===== config.mk =====
export PLATFORM = sky130hd
export DESIGN_NAME = rx_dma_chan_sel
export DESIGN_NICKNAME = d
export VERILOG_FILES = /design/src/rtl/rxdma_pkg.sv /design/src/rtl/rxdma_sel_reg.sv /design/src/rtl/rxdma_word_cnt.sv /design/src/rtl/rxdma_pin_mux.sv /design/src/rtl/rx_dma_chan_sel.sv
export SDC_FILE = /design/constraint.sdc
export NUM_CORES = 1
export LEC_CHECK = 0
export BUFFER_PORTS_ARGS = -buffer_cell sky130_fd_sc_hd__buf_2
export CORE_ASPECT_RATIO = 1.5
export CORE_MARGIN = 3
export CORE_UTILIZATION = 50
export CTS_CLUSTER_DIAMETER = 40
export DETAILED_ROUTE_END_ITERATION = 10
export GPL_TIMING_DRIVEN = 0
export PLACE_DENSITY = 0.79
export SLEW_MARGIN = 10
export SYNTH_ARGS = -nofsm -noshare
export SYNTH_HDL_FRONTEND = slang
export SYNTH_SLANG_ARGS = --single-unit

===== constraint.sdc =====
create_clock -name clk -period 3.71 [get_ports clk]
set_clock_uncertainty 0.1 [all_clocks]
set_input_delay 0.371 -clock clk [delete_from_list [all_inputs] [get_ports clk]]
set_output_delay 0.371 -clock clk [all_outputs]
set_load 0.02 [all_outputs]

===== src/rtl/rxdma_pkg.sv =====
package rxdma_pkg;
  typedef enum logic {
    ST_IDLE = 1'b0,
    ST_REQ  = 1'b1
  } req_state_t;
endpackage


===== src/rtl/rxdma_sel_reg.sv =====
module rxdma_sel_reg #(
  parameter int NUM_CH = 3,
  parameter int ADDR_W = 12,
  parameter int DATA_W = 16,
  parameter int SEL_W  = 2,
  parameter logic [ADDR_W-1:0] SEL_ADDR = 'h024
) (
  input  logic              clk,
  input  logic              rst_n,
  input  logic              cfg_we,
  input  logic [ADDR_W-1:0] cfg_addr,
  input  logic [DATA_W-1:0] cfg_wdata,
  output logic [SEL_W-1:0]  sel_q,
  output logic              sel_valid
);
  always_ff @(posedge clk) begin
    if (!rst_n) begin
      sel_q <= '1;
    end else if (cfg_we && (cfg_addr == SEL_ADDR)) begin
      sel_q <= cfg_wdata[SEL_W-1:0];
    end
  end

  assign sel_valid = (sel_q < SEL_W'(NUM_CH));
endmodule


===== src/rtl/rxdma_word_cnt.sv =====
module rxdma_word_cnt #(
  parameter int LEN_W = 11
) (
  input  logic             clk,
  input  logic             rst_n,
  input  logic             start,
  input  logic [LEN_W-1:0] frame_len,
  input  logic             hit,
  output logic             done
);
  logic [LEN_W-1:0] cnt_q;
  logic [LEN_W-1:0] len_q;
  logic [LEN_W:0]   cnt_next;

  assign cnt_next = {1'b0, cnt_q} + (LEN_W+1)'(1);
  assign done     = hit && (cnt_next >= {1'b0, len_q});

  always_ff @(posedge clk) begin
    if (!rst_n) begin
      cnt_q <= '0;
      len_q <= '0;
    end else if (start) begin
      cnt_q <= '0;
      len_q <= frame_len;
    end else if (done) begin
      cnt_q <= '0;
    end else if (hit) begin
      cnt_q <= cnt_next[LEN_W-1:0];
    end
  end

  // the running count never reaches a nonzero latched length
  assert_cnt_below_len_R5: assert property (@(posedge clk) disable iff (!rst_n)
    (len_q != '0) |-> (cnt_q < len_q));
endmodule


===== src/rtl/rxdma_pin_mux.sv =====
module rxdma_pin_mux #(
  parameter int NUM_CH = 3,
  parameter int SEL_W  = 2
) (
  input  logic              clk,
  input  logic              rst_n,
  input  logic [SEL_W-1:0]  active_ch,
  input  logic              active_valid,
  input  logic              req_on,
  input  logic [NUM_CH-1:0] ack_in,
  output logic              ack_sel,
  output logic [NUM_CH-1:0] dma_req,
  output logic [NUM_CH-1:0] dma_req_oe
);
  logic [NUM_CH-1:0] ack_hit;

  for (genvar i = 0; i < NUM_CH; i++) begin : g_ch
    logic mine;
    assign mine          = active_valid && (active_ch == SEL_W'(i));
    assign dma_req_oe[i] = mine;
    assign dma_req[i]    = mine && req_on;
    assign ack_hit[i]    = mine && ack_in[i];
  end

  assign ack_sel = |ack_hit;

  assert_oe_onehot_R3: assert property (@(posedge clk) disable iff (!rst_n)
    $onehot0(dma_req_oe));
  assert_req_gated_R3: assert property (@(posedge clk) disable iff (!rst_n)
    (dma_req & ~dma_req_oe) == '0);
endmodule


===== src/rtl/rx_dma_chan_sel.sv =====
module rx_dma_chan_sel
  import rxdma_pkg::*;
#(
  parameter int NUM_CH = 3,
  parameter int ADDR_W = 12,
  parameter int DATA_W = 16,
  parameter int LEN_W  = 11,
  parameter logic [ADDR_W-1:0] SEL_ADDR = 'h024
) (
  input  logic              clk,
  input  logic              rst_n,
  input  logic              cfg_we,
  input  logic [ADDR_W-1:0] cfg_addr,
  input  logic [DATA_W-1:0] cfg_wdata,
  input  logic              burst_en,
  input  logic              frames_pending,
  input  logic [LEN_W-1:0]  frame_len,
  input  logic [NUM_CH-1:0] dma_ack,
  output logic [NUM_CH-1:0] dma_req,
  output logic [NUM_CH-1:0] dma_req_oe
);
  localparam int SEL_W = $clog2(NUM_CH + 1);

  req_state_t       state_q;
  logic [SEL_W-1:0] ch_q;
  logic [SEL_W-1:0] sel_q;
  logic             sel_valid;
  logic [SEL_W-1:0] active_ch;
  logic             active_valid;
  logic             busy;
  logic             ack_sel;
  logic             hit;
  logic             done;
  logic             chain;
  logic             launch;
  logic             start;

  rxdma_sel_reg #(
    .NUM_CH(NUM_CH), .ADDR_W(ADDR_W), .DATA_W(DATA_W),
    .SEL_W(SEL_W), .SEL_ADDR(SEL_ADDR)
  ) u_sel (
    .clk(clk), .rst_n(rst_n), .cfg_we(cfg_we), .cfg_addr(cfg_addr),
    .cfg_wdata(cfg_wdata), .sel_q(sel_q), .sel_valid(sel_valid)
  );

  assign busy         = (state_q == ST_REQ);
  assign active_ch    = busy ? ch_q : sel_q;
  assign active_valid = busy || sel_valid;

  rxdma_pin_mux #(.NUM_CH(NUM_CH), .SEL_W(SEL_W)) u_mux (
    .clk(clk), .rst_n(rst_n), .active_ch(active_ch),
    .active_valid(active_valid), .req_on(busy), .ack_in(dma_ack),
    .ack_sel(ack_sel), .dma_req(dma_req), .dma_req_oe(dma_req_oe)
  );

  assign hit    = busy && ack_sel;
  assign launch = !busy && frames_pending && sel_valid;
  assign chain  = done && burst_en && frames_pending;
  assign start  = launch || chain;

  rxdma_word_cnt #(.LEN_W(LEN_W)) u_cnt (
    .clk(clk), .rst_n(rst_n), .start(start), .frame_len(frame_len),
    .hit(hit), .done(done)
  );

  always_ff @(posedge clk) begin
    if (!rst_n) begin
      state_q <= ST_IDLE;
      ch_q    <= '0;
    end else if (launch) begin
      state_q <= ST_REQ;
      ch_q    <= sel_q;
    end else if (done && !chain) begin
      state_q <= ST_IDLE;
    end
  end

  assert_rise_R4: assert property (@(posedge clk) disable iff (!rst_n)
    launch |=> (dma_req != '0));
  assert_drop_single_R6: assert property (@(posedge clk) disable iff (!rst_n)
    (done && !burst_en) |=> (dma_req == '0));
  assert_hold_burst_R7: assert property (@(posedge clk) disable iff (!rst_n)
    (done && burst_en && frames_pending) |=> (dma_req != '0));
  assert_invalid_quiet_R3: assert property (@(posedge clk) disable iff (!rst_n)
    (!busy && !sel_valid) |-> (dma_req_oe == '0));
  assert_chan_hold_R9: assert property (@(posedge clk) disable iff (!rst_n)
    (busy && !done) |=> $stable(dma_req_oe));
endmodule


# Word-level counts from Yosys, hierarchy flattened
# Cells that the tools add are included.
word_totals:
  register_bits: 27
  wordCells: 40
  latchBits: 0
  rom_bits: 0
  mem_bits_rw: 0
  out_inout_bits: 6
  input_bits: 47
  n_memories: 0
classes:
  shift: 0
  add_sub_neg: 1
  multipliers: 0
  muxes: 3
  n_bitwise: 1
  reduce_logical: 25
  eq_ne: 3
  magnitude_cmp: 2
  n_div: 0
op_table:
  columns: ["operator", "n"]
  rows:
  - ["$logic_and 1x1->1", 17]
  - ["$add 11x1->12 const B", 1]
  - ["$eq 12x6->1 const B", 1]
  - ["$ge 12x11->1", 1]
  - ["$reduce_or 3->1", 2]
  - ["$eq 2x1->1 const B", 1]
  - ["$eq 2x2->1 const B", 1]
  - ["$logic_not 1->1", 2]
  - ["$logic_not 2->1", 1]
  - ["$logic_or 1x1->1", 2]
  - ["$lt 2x2->1 const B", 1]
  - ["$mux 1", 2]
  - ["$mux 2", 1]
  - ["$reduce_bool 2->1", 1]
  - ["$not 1->1", 1]

# Longest topological paths before layout
# Gate-level depths: netlist of run 1.
logic_depth:
  depth_word: 13
  ltp_mapped: 14

# By module
# Synthesis of run 1 repeated with hierarchy kept, for this count alone.
hier_totals:
  hier_cells: 203
  hier_area_um2: 1803.0
by_module_without_submodules:
  columns: ["mod", "area_each_um2", "cells_per_inst", "seq_area_each_um2", "instances"]
  rows:
  - ["rxdma_word_cnt", 1393.8, 152, 440.4, 1]
  - ["rx_dma_chan_sel", 180.2, 21, 60.1, 1]
  - ["rxdma_sel_reg", 132.6, 13, 40.0, 1]
  - ["rxdma_pin_mux", 96.3, 17, 0.0, 1]

# Worst setup path before layout of run 1
# OpenSTA, ideal clock, no wires.
synth_path:
  path_type: "flip-flop to flip-flop"
  start: "reg u_cnt.cnt_q[0]"
  end: "reg u_cnt.len_q[10]"
  setup_slack_ns: 0.586
  stages_incl_launch_ff: 15
  t_required_ns: 3.493
  t_arrival_ns: 2.907
  path_cell_list: "dfxtp_1 -> ha_1 -> and3_1 -> and3_1 -> and3_1 -> and3_1 -> xor2_1 -> ha_1 -> nand3_1 -> a2111o_1 -> o211ai_2 -> o21ai_2 -> o21a_1 -> buf_6 -> a22o_1"
synth_between:
  elab_chain_len: 6
synth_rtl:
  columns: ["item", "line", "source"]
  rows:
  - ["from (decl)", "rxdma_word_cnt.sv:11", "logic [LEN_W-1:0] cnt_q;"]
  - ["from (signal assigned)", "rxdma_word_cnt.sv:28", "cnt_q <= cnt_next[LEN_W-1:0];"]
  - ["$add 11x1->12", "rxdma_word_cnt.sv:15", "assign cnt_next = {1'b0, cnt_q} + (LEN_W+1)'(1);"]
  - ["via u_cnt.cnt_next[10]", "rxdma_word_cnt.sv:13", "logic [LEN_W:0] cnt_next;"]
  - ["$ge 12x11->1", "rxdma_word_cnt.sv:16", "assign done = hit && (cnt_next >= {1'b0, len_q});"]
  - ["$logic_and 1x1->1", "rxdma_word_cnt.sv:16", null]
  - ["$logic_and 1x1->1 (2 in a row)", "rx_dma_chan_sel.sv:58", "assign chain = done && burst_en && frames_pending;"]
  - ["$logic_or 1x1->1", "rx_dma_chan_sel.sv:59", "assign start = launch || chain;"]
  - ["to (signal assigned)", "rxdma_word_cnt.sv:24", "len_q <= frame_len;"]
  - ["to (decl)", "rxdma_word_cnt.sv:12", "logic [LEN_W-1:0] len_q;"]
# The timed path passes the listed nets, and every way through them passes these cells.
# A chain may end at the register's enable or synchronous reset.

# Worst setup path in the final report of run 1
layout_path:
  start: "reg u_cnt.cnt_q[0]"
  end: "reg u_cnt.len_q[9]"
# Same word-level chain as after synthesis.

==> flow_summary_export.csv, run 1 <==
group,metric,value,unit
logic_synthesis,synth_enable_flop_cells,0,
final_layout,fin_nets,278,
setup_path,worst-setup-path-type,"flop to flop",
hold_path,timing.hold.worst_endpoint,"u_sel.sel_q[0]",
sta,hold_slack,0.2040,ns
clocking,clk_path_buf_depth,2,
clocking,clk_pin_slew_worst_paths,0.10,ns
setup_path,critical-path-slowest-cell,"sky130_fd_sc_hd__dfxtp_1",
die,die_width,51.69,um
setup_path,cp_cell_sequence,"ha_1 > and3_1 > and3_1 > and3_1 > and3_1 > xor2_1 > ha_1 > nand3_1 > a2111o_1 > o211ai_2 > o21ai_2 > o21a_1 > buf_6 > a22o_1",
final_layout,commonest_non_fill_non_tap_cell_in_the_layout,"sky130_fd_sc_hd__buf_2",
sta,drv_slew,0,
setup_path,crit_required,3.77,ns
clocking,ctsHoldBuffers,0,
setup_path,worst_r2r_startpoint,"u_cnt.cnt_q[0]",
global_routing,number_of_antenna_violations_at_the_first_check_in_global_routing,0,
pwr,leakage,0.9053,nW
logic_synthesis,synth_cell_type_count,36,
logic_synthesis,syn_area,1565,um^2
logic_synthesis,yosys_warnings,0,
sta,tightest_slew,0.4118,ns
sta,worst_slew_margin_rel,0.7255,
final_layout,area.growth.synth_to_final,18.23,%
setup_path,path_common_cell,"sky130_fd_sc_hd__and3_1",
hold_path,timing.hold.worst_path_depth,3,
setup_path,dominant_delay_contributor_by_cell_family_on_the_critical_path,"compound AO/OA/AOI/OAI gates",
logic_synthesis,postSynth.topFlopCell,"sky130_fd_sc_hd__dfxtp_1",
logic_synthesis,synth.avg_cell_area,8.893,um^2
global_routing,first_global_vias,1383,
drt,drt_first_pass_iters,4,
setup_path,regToRegSetupSlack,0.35,ns
sta,tns,0,ns
final_layout,antenna-diode-count,0,
setup_path,critPathArrivalTime,3.42,ns
place,io_buffers,38,
pwr,power_density,259.9,nW/um^2
status,outcome,"finished clean",
drt,drt-initial-drc-count,34,
die,design.core.area,2943,um^2
global_routing,gr-usage-all-layers,0.1841,
die,fp.dieH,74.53,um
global_routing,grt_pass1_wl,5.444,mm
setup_path,worstReg2RegEnd,"u_cnt.len_q[9]",
logic_synthesis,yosysSeqAreaShare,0.3453,
final_layout,most-common-layout-cells,"sky130_fd_sc_hd__buf_2, sky130_fd_sc_hd__dfxtp_1, sky130_fd_sc_hd__nor2_1",
logic_synthesis,netlist.area_leader.share,0.3453,
drt,final_antenna_net_count,0,
clocking,cts_resized,0,
drt,detail_route.wirelength,3.143,mm
logic_synthesis,synth_largest_area_cell,"sky130_fd_sc_hd__dfxtp_1",
final_layout,layout.cell_area.non_filler,1851,um^2
place,post_dp_cell_area,1804,um^2
drt,viasPerCell,5.171,
pwr,ir_drop,0.2263,mV
global_routing,largest_net_degree_at_the_start_of_global_routing,16,
clocking,numCtsBuffers,3,
sta,layout_worst_path_cycle_share,0.9051,
setup_path,timing.critical_path.to_type,"flop",
place,finalWeightedCongestion,0.7710,
place,hpwlAfterDp,2.565,mm
setup_path,critical_path_buf_inv_count,1,
flow_run,max_cap_viol_count,0,
sta,setup_viol_count_final,0,
logic_synthesis,ffs_w_async_s_r_synth,0,
clocking,htree_levels,1,
setup_path,cp_startpoint_kind,"flop",
sta,post-route-min-period,3.358,ns
clocking,clock_latency_on_the_worst_skew_pair,0.27,ns
setup_path,worst-r2r-cell-count,14,
logic_synthesis,synth.top_cells.by_area,"sky130_fd_sc_hd__dfxtp_1, sky130_fd_sc_hd__ha_1, sky130_fd_sc_hd__xor2_1, sky130_fd_sc_hd__a22o_1, sky130_fd_sc_hd__nor2_1",
drt,post-route-drc-count,0,
clocking,tritoncts,"yes",
clocking,tritoncts_num_sinks,27,
setup_path,critical_path.max_fanout,10,
die,initial_core_util,0.5319,
logic_synthesis,mappedNetlistNets,235,
die,die_area,3852,um^2
sta,achievable-frequency,0.2978,GHz
drt,via_count,1329,
logic_synthesis,yosys_register_bits,27,
drt,avgRoutedWirePerCell,12.23,um
sta,hold_viol_final,0,
logic_synthesis,synthesis.instances,176,
final_layout,layout-drive-gt1-share,0.2523,
hold_path,worst_hold_startpoint,"cfg_wdata[0]",
global_routing,gr-total-overflow,0,
hold_path,min_path_type,"input port to flop",
die,fp-row-count,24,
setup_path,max_stage_delay,0.36,ns
sta,rsz0062_at_grt,"no",
clocking,cts_setup_buffers,0,
die,design.portCount,53,
clocking,root_buffer,"sky130_fd_sc_hd__clkbuf_8",
synth_stat cells (3+ instances only):
cell type,number
sky130_fd_sc_hd__nand4_1,3
sky130_fd_sc_hd__inv_1,12
sky130_fd_sc_hd__nand2_1,15
sky130_fd_sc_hd__a22o_1,11
sky130_fd_sc_hd__and3_1,7
sky130_fd_sc_hd__nand3_1,4
sky130_fd_sc_hd__a21oi_1,6
sky130_fd_sc_hd__o21ai_0,3
sky130_fd_sc_hd__xor2_1,16
sky130_fd_sc_hd__ha_1,12
sky130_fd_sc_hd__nor2b_1,3
sky130_fd_sc_hd__a21o_1,3
sky130_fd_sc_hd__nand2b_1,3
sky130_fd_sc_hd__mux2i_1,4
sky130_fd_sc_hd__nor2_1,18
sky130_fd_sc_hd__dfxtp_1,27
sky130_fd_sc_hd__buf_4,4
through the flow:
step	util	power, mW	std cells	setup WS [ns]
after floorplan	-	0.3049	176	0.5861
after global placement	0.6131	0.3236	253	0.4212
after detailed placement	0.6131	0.3242	253	0.3575
after CTS	0.6288	0.4862	257	0.3266
after global routing	0.6288	0.5017	257	0.1797
final	0.6288	0.4809	257	0.3519
cell families (layout without fill, tap and decap cells):
logic type / after synthesis / in the layout / share of synthesized area
and+or+nand+nor: 63 / 63 / 0.2054
AOI/OAI and AO/OA: 33 / 33 / 0.1671
DFF: 27 / 27 / 0.3453
buffers and inverters: 19 / 61 / 0.05995
xor gates and xnor gates: 18 / 18 / 0.1007
adders and majority gates: 12 / 12 / 0.09592
muxes: 4 / 4 / 0.02558
registers in the layout (all words and copies together), names as in the netlist:
register,flops
u_sel.sel_q,2
u_cnt.cnt_q,11
ch_q,2
busy,1
u_cnt.len_q,11
where the power goes:
| group | switching, mW | internal, mW |
|---|---|---|
| Clock | 0.0887 | 0.0751 |
| Sequential | 0.0000135 | 0.290 |
| Combinational | 0.0116 | 0.0159 |
layout make-up:
cell class | count | area (um^2)
Inverter | 12 | 45.04
Sequential cell | 27 | 540.5
Multi-Input combinational cell | 130 | 930.9
Clock buffer | 3 | 41.29
Clock inverter | 1 | 5.005
Tap cell | 39 | 48.80
Fill cell | 274 | 1092
Timing Repair Buffer | 38 | 190.2
Buffer | 7 | 48.80
worst max path at each step:
stage / from / to / slack (ns) / cells after the start
2_1_floorplan: u_cnt.cnt_q[0] / u_cnt.len_q[10] / 0.59 / 14
3_3_place_gp: u_cnt.cnt_q[0] / u_cnt.len_q[9] / 0.42 / 14
3_5_place_dp: u_cnt.cnt_q[0] / u_cnt.len_q[6] / 0.36 / 14
4_1_cts: u_cnt.cnt_q[0] / u_cnt.len_q[9] / 0.33 / 14
5_1_grt: u_cnt.cnt_q[0] / u_cnt.len_q[6] / 0.18 / 14
6_report: u_cnt.cnt_q[0] / u_cnt.len_q[9] / 0.35 / 14
worst reg2reg max path, stage by stage (launching register included):
cell	delay (ns)
sky130_fd_sc_hd__dfxtp_1	0.36
sky130_fd_sc_hd__ha_1	0.25
sky130_fd_sc_hd__and3_1	0.22
sky130_fd_sc_hd__and3_1	0.22
sky130_fd_sc_hd__and3_1	0.24
sky130_fd_sc_hd__and3_1	0.21
sky130_fd_sc_hd__xor2_1	0.14
sky130_fd_sc_hd__ha_1	0.29
sky130_fd_sc_hd__nand3_1	0.09
sky130_fd_sc_hd__a2111o_1	0.31
sky130_fd_sc_hd__o211ai_2	0.17
sky130_fd_sc_hd__o21ai_2	0.11
sky130_fd_sc_hd__o21a_1	0.22
sky130_fd_sc_hd__buf_6	0.14
sky130_fd_sc_hd__a22o_1	0.17
per-layer routing:
layer | vias to the layer above | track usage | wire length (um)
li1 | 696 | - | -
met1 | 605 | 0.1733 | 1238
met2 | 26 | 0.3796 | 1758
met3 | 2 | 0.03206 | 117
met4 | 0 | 0.06706 | 30
met5 | - | 0 | 0
(Power assumes the default switching activity.)
==> run 2: changes to the inputs <==
CORE_UTILIZATION = 40   (was 50)
PLACE_DENSITY = 0.66   (was 0.79)
==> run 2 against run 1 <==
Effect of this change: largest cell class unchanged; critical endpoint is now u_cnt.len_q[1]; die area rose by 22%; sequential share of layout area decreased by 0.059 points; global-route usage fell by 3.4 points; fmax rose by 0.47%.
==> flow_summary_export.csv, run 2 (synthesis gave the netlist of run 1 again) <==
group,metric,value,unit
drt,avgRoutedWirePerCell,12.02,um
global_routing,largest_net_degree_at_the_start_of_global_routing,15,
drt,detail_route.wirelength,3.138,mm
setup_path,cp_startpoint_kind,"flop",
drt,final_antenna_net_count,0,
clocking,cts_resized,0,
place,finalWeightedCongestion,0.7832,
pwr,leakage,0.9026,nW
global_routing,first_global_vias,1346,
drt,topRoutingLayerUsed,"met4",
clocking,numCtsBuffers,3,
sta,hold_viol_final,0,
setup_path,critPathArrivalTime,3.42,ns
status,outcome,"finished clean",
place,hpwlAfterDp,2.486,mm
sta,achievable-frequency,0.2992,GHz
clocking,clk_path_buf_depth,2,
hold_path,min_path_type,"input port to flop",
drt,met2RoutedLength,1.684,mm
final_layout,most-common-layout-cells,"sky130_fd_sc_hd__buf_2, sky130_fd_sc_hd__dfxtp_1, sky130_fd_sc_hd__nor2_1",
pwr,swShare,0.2099,
drt,viasPerCell,5.096,
global_routing,gr-usage-all-layers,0.1497,
die,design.core.area,3716,um^2
final_layout,reg.largest.list,"u_cnt.cnt_q x11, u_cnt.len_q x11",
sta,tightest_slew,0.4194,ns
setup_path,timing.critical_path.to_type,"flop",
final_layout,area.growth.synth_to_final,18.47,%
flow_run,max_cap_viol_count,0,
pwr,share_of_power_burned_in_registers,0.598,
final_layout,antenna-diode-count,0,
sta,final.setup.worst_slack,0.3677,ns
pwr,cell_internal_power_dissipation,382.4,uW
die,design.portCount,53,
pwr,p_sw,101.6,uW
drt,drt-initial-drc-count,35,
pwr,ir_drop,0.1599,mV
drt,via_count,1330,
sta,setup_viol_count_final,0,
setup_path,crit_required,3.78,ns
die,fp.dieH,82.62,um
sta,post-route-min-period,3.342,ns
final_layout,commonest_non_fill_non_tap_cell_in_the_layout,"sky130_fd_sc_hd__buf_2",
final_layout,layout-drive-gt1-share,0.2477,
drt,wl_met1,1.289,mm
setup_path,worst-setup-path-type,"flop to flop",
die,die_width,57.08,um
sta,rsz0062_at_grt,"no",
place,place_ws,0.3880,ns
die,initial_core_util,0.4212,
die,fp-row-count,27,
final_layout,regArea,540.5,um^2
clocking,clk_pin_slew_worst_paths,0.09,ns
sta,layout_worst_path_cycle_share,0.9009,
setup_path,critical_path.max_fanout,10,
global_routing,grt_pass1_wl,5.554,mm
clocking,clock_latency_on_the_worst_skew_pair,0.27,ns
pwr,power_frac_clock,0.345,
global_routing,number_of_antenna_violations_at_the_first_check_in_global_routing,0,
drt,drt_first_pass_iters,4,
clocking,ctsHoldBuffers,0,
place,io_buffers,38,
final_layout,combined_area_of_the_multi_input_logic_cells,930.9,um^2
sta,drv_slew,0,
final_layout,fillers,387,
sta,worst_slew_margin_rel,0.7204,
drt,post-route-drc-count,0,
clocking,root_buffer,"sky130_fd_sc_hd__clkbuf_8",
final_layout,fin_nets,278,
clocking,tritoncts,"yes",
pwr,power_density,261.0,nW/um^2
clocking,tritoncts_num_sinks,27,
drt,wl_met3,109,um
sta,tns,0,ns
clocking,cts_setup_buffers,0,
global_routing,gr-total-overflow,0,
die,die_area,4715,um^2
pwr,combinationalPowerShare,0.057,
clocking,htree_levels,1,
==> run 2: power by group through the flow <==
| stage | sequential (mW) | clock, mW | combinational [mW] |
|---|---|---|---|
| global route | 0.290 | 0.181 | 0.0311 |
| finish | 0.290 | 0.167 | 0.0276 |
| CTS | 0.290 | 0.173 | 0.0279 |
| detailed placement | 0.296 | 0 | 0.0278 |
| global placement | 0.296 | 0 | 0.0274 |
| floorplan | 0.296 | 0 | 0.00852 |
==> run 2: critical path: stages (launching register included) <==
cell	delay (ns)
sky130_fd_sc_hd__dfxtp_1	0.36
sky130_fd_sc_hd__ha_1	0.25
sky130_fd_sc_hd__and3_1	0.23
sky130_fd_sc_hd__and3_1	0.22
sky130_fd_sc_hd__and3_1	0.23
sky130_fd_sc_hd__and3_1	0.20
sky130_fd_sc_hd__xor2_1	0.14
sky130_fd_sc_hd__ha_1	0.29
sky130_fd_sc_hd__nand3_1	0.09
sky130_fd_sc_hd__a2111o_1	0.31
sky130_fd_sc_hd__o211ai_2	0.18
sky130_fd_sc_hd__o21ai_2	0.11
sky130_fd_sc_hd__o21a_1	0.23
sky130_fd_sc_hd__buf_6	0.15
sky130_fd_sc_hd__a22o_1	0.18
==> run 2: metal layers <==
metal,up-vias,track usage
met2,23,0.2963
met3,5,0.01866
met4,0,0.06265
met5,-,0
met1,606,0.1557
li1,696,-
==> run 2: final cells by class <==
class | instances | area share
Multi-Input combinational cell | 130 | 0.5020
Sequential cell | 27 | 0.2915
Timing Repair Buffer | 38 | 0.1026
Tap cell | 43 | 0.02901
Buffer | 7 | 0.02632
Clock buffer | 4 | 0.02429
Inverter | 12 | 0.02429
==> run 2: stage by stage <==
stage	cells	hold WS, ns	utilization	cell area, um^2	total power [mW]
after floorplan	176	0.3329	-	1565	0.3049
after global placement	257	0.3596	0.4869	1809	0.3238
after detailed placement	257	0.3561	0.4869	1809	0.3242
after CTS	261	0.1969	0.4990	1854	0.4907
after global routing	261	0.2069	0.4990	1854	0.5020
final	261	0.1965	0.4990	1854	0.4840
==> run 2: final timing paths <==
path | start | endpoint | slack (ns) | cells after the start
setup / recovery | u_cnt.cnt_q[0] | u_cnt.len_q[1] | 0.37 | 14
hold / removal | cfg_wdata[0] | u_sel.sel_q[0] | 0.20 | 3
setup reg to reg | u_cnt.cnt_q[0] | u_cnt.len_q[1] | 0.37 | 14
hold reg to reg | u_cnt.len_q[6] | u_cnt.len_q[6] | 0.38 | 1
